==> src/rtl/fwd_pkg.sv <==
package fwd_pkg;

    typedef enum logic [1:0] {
        SRC_RF  = 2'b00,
        SRC_WB  = 2'b01,
        SRC_EX  = 2'b10,
        SRC_RSV = 2'b11
    } src_sel_e;

    typedef struct packed {
        logic ex_hit;
        logic wb_hit;
    } hit_pair_t;

endpackage

==> src/rtl/fwd_tag_match.sv <==
module fwd_tag_match #(
    parameter int REG_W = 5
) (
    input  logic [REG_W-1:0] src_tag,
    input  logic [REG_W-1:0] dst_tag,
    input  logic             dst_wen,
    output logic             hit
);
    localparam logic [REG_W-1:0] ZERO_REG = '0;

    logic hit_d;

    always_comb begin
        hit_d = 1'b0;
        if (dst_wen && (dst_tag != ZERO_REG) && (dst_tag == src_tag)) begin
            hit_d = 1'b1;
        end
    end

    assign hit = hit_d;
endmodule

==> src/rtl/fwd_prio.sv <==
module fwd_prio
    import fwd_pkg::*;
(
    input  hit_pair_t hits,
    output src_sel_e  sel
);
    src_sel_e sel_d;

    always_comb begin
        sel_d = SRC_RF;
        if (hits.ex_hit) begin
            sel_d = SRC_EX;
        end else if (hits.wb_hit) begin
            sel_d = SRC_WB;
        end
    end

    assign sel = sel_d;
endmodule

==> src/rtl/fwd_opnd_mux.sv <==
module fwd_opnd_mux
    import fwd_pkg::*;
#(
    parameter int DATA_W = 32
) (
    input  src_sel_e          sel,
    input  logic [DATA_W-1:0] rf_val,
    input  logic [DATA_W-1:0] ex_val,
    input  logic [DATA_W-1:0] wb_val,
    output logic [DATA_W-1:0] opnd
);
    logic [DATA_W-1:0] opnd_d;

    always_comb begin
        unique case (sel)
            SRC_EX:  opnd_d = ex_val;
            SRC_WB:  opnd_d = wb_val;
            default: opnd_d = rf_val;
        endcase
    end

    assign opnd = opnd_d;
endmodule

==> src/rtl/fwd_wb_value.sv <==
module fwd_wb_value #(
    parameter int DATA_W = 32
) (
    input  logic              from_mem,
    input  logic [DATA_W-1:0] load_val,
    input  logic [DATA_W-1:0] alu_val,
    output logic [DATA_W-1:0] wb_val
);
    logic [DATA_W-1:0] wb_val_d;

    always_comb begin
        wb_val_d = from_mem ? load_val : alu_val;
    end

    assign wb_val = wb_val_d;
endmodule

==> src/rtl/fwd_unit.sv <==
module fwd_unit
    import fwd_pkg::*;
#(
    parameter int REG_W  = 5,
    parameter int DATA_W = 32
) (
    input  logic [REG_W-1:0]  id_rs,
    input  logic [REG_W-1:0]  id_rt,
    input  logic [DATA_W-1:0] id_rs_val,
    input  logic [DATA_W-1:0] id_rt_val,
    input  logic              exm_wen,
    input  logic [REG_W-1:0]  exm_rd,
    input  logic [DATA_W-1:0] exm_alu,
    input  logic              mwb_wen,
    input  logic [REG_W-1:0]  mwb_rd,
    input  logic              mwb_from_mem,
    input  logic [DATA_W-1:0] mwb_load,
    input  logic [DATA_W-1:0] mwb_alu,
    output logic [1:0]        sel_a,
    output logic [1:0]        sel_b,
    output logic [DATA_W-1:0] opnd_a,
    output logic [DATA_W-1:0] opnd_b
);
    localparam int NUM_OPND = 2;

    logic [REG_W-1:0]  src_tag  [NUM_OPND];
    logic [DATA_W-1:0] rf_val   [NUM_OPND];
    hit_pair_t         hits_d   [NUM_OPND];
    src_sel_e          sel_d    [NUM_OPND];
    logic [DATA_W-1:0] opnd_d   [NUM_OPND];
    logic [DATA_W-1:0] wb_val_d;

    assign src_tag[0] = id_rs;
    assign src_tag[1] = id_rt;
    assign rf_val[0]  = id_rs_val;
    assign rf_val[1]  = id_rt_val;

    fwd_wb_value #(.DATA_W(DATA_W)) wb_val_i (
        .from_mem (mwb_from_mem),
        .load_val (mwb_load),
        .alu_val  (mwb_alu),
        .wb_val   (wb_val_d)
    );

    for (genvar k = 0; k < NUM_OPND; k++) begin : g_opnd
        logic ex_hit_w;
        logic wb_hit_w;

        fwd_tag_match #(.REG_W(REG_W)) ex_match_i (
            .src_tag (src_tag[k]),
            .dst_tag (exm_rd),
            .dst_wen (exm_wen),
            .hit     (ex_hit_w)
        );

        fwd_tag_match #(.REG_W(REG_W)) wb_match_i (
            .src_tag (src_tag[k]),
            .dst_tag (mwb_rd),
            .dst_wen (mwb_wen),
            .hit     (wb_hit_w)
        );

        assign hits_d[k].ex_hit = ex_hit_w;
        assign hits_d[k].wb_hit = wb_hit_w;

        fwd_prio prio_i (
            .hits (hits_d[k]),
            .sel  (sel_d[k])
        );

        fwd_opnd_mux #(.DATA_W(DATA_W)) mux_i (
            .sel    (sel_d[k]),
            .rf_val (rf_val[k]),
            .ex_val (exm_alu),
            .wb_val (wb_val_d),
            .opnd   (opnd_d[k])
        );
    end

    assign sel_a  = sel_d[0];
    assign sel_b  = sel_d[1];
    assign opnd_a = opnd_d[0];
    assign opnd_b = opnd_d[1];
endmodule

==> config.mk <==
export PLATFORM = sky130hd
export DESIGN_NAME = fwd_unit
export DESIGN_NICKNAME = d
export VERILOG_FILES = /design/src/rtl/fwd_pkg.sv /design/src/rtl/fwd_tag_match.sv /design/src/rtl/fwd_prio.sv /design/src/rtl/fwd_opnd_mux.sv /design/src/rtl/fwd_wb_value.sv /design/src/rtl/fwd_unit.sv
export SDC_FILE = /design/constraint.sdc
export NUM_CORES = 1
export LEC_CHECK = 0
export BUFFER_PORTS_ARGS = -buffer_cell sky130_fd_sc_hd__clkbuf_2
export CAP_MARGIN = 20
export CORE_UTILIZATION = 25
export DETAILED_ROUTE_END_ITERATION = 12
export PLACE_DENSITY = 0.6
export SLEW_MARGIN = 20
export SYNTH_ARGS = -nofsm -noshare
export SYNTH_HDL_FRONTEND = slang
export SYNTH_SLANG_ARGS = --single-unit
==> constraint.sdc <==
create_clock -name vclk -period 2.54
set_input_delay 0.254 -clock vclk [all_inputs]
set_output_delay 0.254 -clock vclk [all_outputs]
set_load 0.02 [all_outputs]
# --- Word-level counts from Yosys, hierarchy flattened ---
# Index checks and enable logic that the tools add are counted.
word_totals:
  regBits: 0
  input_bits: 183
  out_inout_bits: 68
  word_cells: 27
classes:
  n_eq_ne: 8
  muxes: 11
  n_reduce_logical: 8
ops:
  columns: ["operator", "n"]
  rows:
  - ["$pmux 32 s2", 2]
  - ["$mux 32", 1]
  - ["$eq 5x5->1", 4]
  - ["$reduce_bool 5->1", 2]
  - ["$logic_and 1x1->1", 6]
  - ["$mux 1", 6]
  - ["$eq 2x1->1 const B", 2]
  - ["$eq 2x2->1 const B", 2]
  - ["$mux 2", 2]

# --- Longest topological paths before layout ---
logic_depth:
  word_depth: 8
  ltp_mapped: 6
  depth_no_buf: 4

# --- Cells and area by module ---
# Synthesis repeated with hierarchy kept, for this count alone.
unflattened:
  cells_unflattened: 306
  area_unflattened_um2: 2165.8
modules_own_cells:
  columns: ["module", "n_inst", "cells_each", "area_per_inst_um2", "seq_area_each_um2"]
  rows:
  - ["fwd_opnd_mux", 2, 113, 636.9, 0.0]
  - ["fwd_wb_value", 1, 36, 544.3, 0.0]
  - ["fwd_tag_match", 4, 10, 76.3, 0.0]
  - ["fwd_prio", 2, 2, 21.3, 0.0]

# --- Worst setup path before layout ---
# OpenSTA, ideal clock, no wires.
synth_timing:
  path_kind: "input-to-output"
  startpoint: "in mwb_rd[0]"
  endpoint: "out opnd_a[0]"
  arrival_time_ns: 1.834
  required_time_ns: 2.286
  slack_ns: 0.452
  stages: 5
  n_path_buf: 1
  cell_sequence: "or4_1 > o21a_1 > clkbuf_1 > and4_1 > o31ai_1"
synth_between:
  elab_chain_len: 8
  elab_cells_between_ends: 10
  cone_classes: "eq/ne (3); mux (4); reduce/logical (3)"
synth_rtl:
  columns: ["element", "line_no", "rtl"]
  rows:
  - ["from (decl)", "fwd_unit.sv:15", "input logic [REG_W-1:0] mwb_rd,"]
  - ["$reduce_bool 5->1", "fwd_tag_match.sv:15", "if (dst_wen && (dst_tag != ZERO_REG) && (dst_tag == src_tag)) begin"]
  - ["$logic_and 1x1->1", "fwd_tag_match.sv:15", null]
  - ["$logic_and 1x1->1 *", "fwd_tag_match.sv:15", null]
  - ["$mux 1 *", "fwd_tag_match.sv:15", null]
  - ["$mux 1 *", "fwd_prio.sv:13", "end else if (hits.wb_hit) begin"]
  - ["$mux 2 *", "fwd_prio.sv:11", "if (hits.ex_hit) begin"]
  - ["$eq 2x1->1 or $eq 2x2->1 (tied branches)", "fwd_opnd_mux.sv:15", "unique case (sel)"]
  - ["$pmux 32 s2 *", "fwd_opnd_mux.sv:15", null]
  - ["to (decl)", "fwd_unit.sv:21", "output logic [DATA_W-1:0] opnd_a,"]
# Mark *: on every way between the ends. The rest lies on a longest branch, timed or not.

# --- Final worst setup path ---
layout_timing:
  startpoint: "in mwb_rd[0]"
  endpoint: "out opnd_a[24]"
# Same word-level chain as after synthesis.

==> metrics <==
status=complete, no violations; Max Freq=414.8 MHz; CLK BUF=0; Period Utilization, post-route=a little over nine tenths; leak pwr=2.039 nW; crit start category=input port; Initial Util=25.60%; CP Capture Type=primary output; core area=12,010 µm²; io pins=251; final-report hold violation count=0; register area share after synthesis=0%; sequential cells=0; NumNets Final=~800; hold_ws=0.8653 ns; Power Density=197.3 nW/µm²; RSZ-0062 raised after global routing=false; Yosys warnings=0; total negative slack=0 ns; crit path time final=2.411 ns; Storage cell area=0 µm²; final setup vio count=0; drt via density=6.075; GPL Wtd Cong=a little under 0.9; first-pass GRT wire length=20,730 µm; total setup buffers inserted after CTS=0; worst path required time=2.29 ns; Via Count=about 4,500; CP Class=in2out; Max IR drop VDD=93.68 µV; Syn Nets=584; non-filler cells, final=742; crit path DAT=2.16 ns; Die ar.=12,750 µm²; Final Power=0.8752 mW; post-synthesis average cell area=7.669 µm²; antenna violations before repair=0; gr usage total=19.41%; placed insts=around 740; max-cap check violation count=0; Synth Instances=401; Chip Height=112.9 µm; synth top area cells=o31ai_2, and4_1, a31oi_1; Least-Margin Pin Slew=just over 0.7 ns; Final Max Slew Viols=0; dpl hpwl=around 9800 µm; row count=40; total wire length=13,720 µm; count of input and output buffers=between 200 and 300; grt total ovfl=0; # diodes=0; hold-fix buffers at CTS=0; share of the synthesized area in the top cell type=a little under a quarter; Slew headroom=52.37%; critical path cell sequence=clkbuf_2, or4_1, o21a_4, buf_12, and4_1, o31ai_2, clkbuf_2; fin util=36.94%; CP max stage delay=0.54 ns; Synth area leader=o31ai_2; final antenna-violating net count=0; vias in the first global route=4,208; Crit path top cell by count=clkbuf_2; min-delay worst type=in2out; post_cts resized=0; setup ws final=0.1294 ns; dpl ws=0.2355 ns; share of layout cells above drive strength 1=56.64%; First DRT Iteration DRCs=510; Cell variety after synth=18; Pre-Repair DR Iteration Count=6; Crit-path slowest cell=or4_1; Placed Area=4437 µm²; fin area=4437 µm²; mapped cell area=3075 µm²; Die W=112.9 µm; CP max FO=130; pin count of the biggest net entering global routing=about 130; Syn-to-layout area delta=44.26%; Residual DRC=0; most frequent cells after synthesis=a31oi_1, and4_1, nand4_1; wire per inst=18.49 µm
cell type report:
type / instances / area (µm²)
tap: 147 / 183.9
fill: 1237 / 7575
multi-input combinational: 326 / 2774
timing repair buffer: 269 / 1479
cells in the final DEF, fill, tap and decap left out:
master    Yosys  final
a31oi_1      64     64
nor2_4        0      4
o21a_2        0      1
clkbuf_2      0    251
o31ai_2      56     56
and3_2        0      2
buf_12        0      7
nand4_1      64     64
or4_1         2      2
o31ai_1       8      8
and4_1       64     64
xor2_1       20     20
nor2_1        6      2
buf_4         2     11
mux2i_1      32     32
nand3_1       2      2
o21a_4        0      1
nor3_2        0      4
final timing paths:
| kind | start | endpoint | slack [ns] | cells past startpoint |
|---|---|---|---|---|
| worst max-delay path | mwb_rd[0] | opnd_a[24] | 0.13 | 7 |
| worst min-delay path | exm_alu[1] | opnd_a[1] | 0.87 | 4 |
power by group:
part,total (mW),switching (mW),internal [mW]
clock network,0,0,0
logic,0.875,0.547,0.329
registers,0,0,0
critical path: cells and delay by family:
kind | cells | cell delay [ns]
compound gates | 2 | 0.43
buf+inv | 3 | 0.52
simple gates | 2 | 0.81
kinds of logic (layout without fill, tap and decap cells):
group | Yosys count | after routing | synth area share (%)
xor+xnor | 20 | 20 | 5.696
buf+inv | 75 | 269 | 11.80
compound gates | 130 | 130 | 38.24
mux | 32 | 32 | 10.42
simple gates | 144 | 144 | 33.85
metal layers:
layer	up-vias	track usage [%]	part of all wire (%)
met3	21	1.500	7.1
li1	2091	-	-
met1	2132	23.40	41
met5	-	0	0
met4	0	4.298	1.3
met2	264	37.24	51
Note: power is estimated with default switching activity, not from simulation.
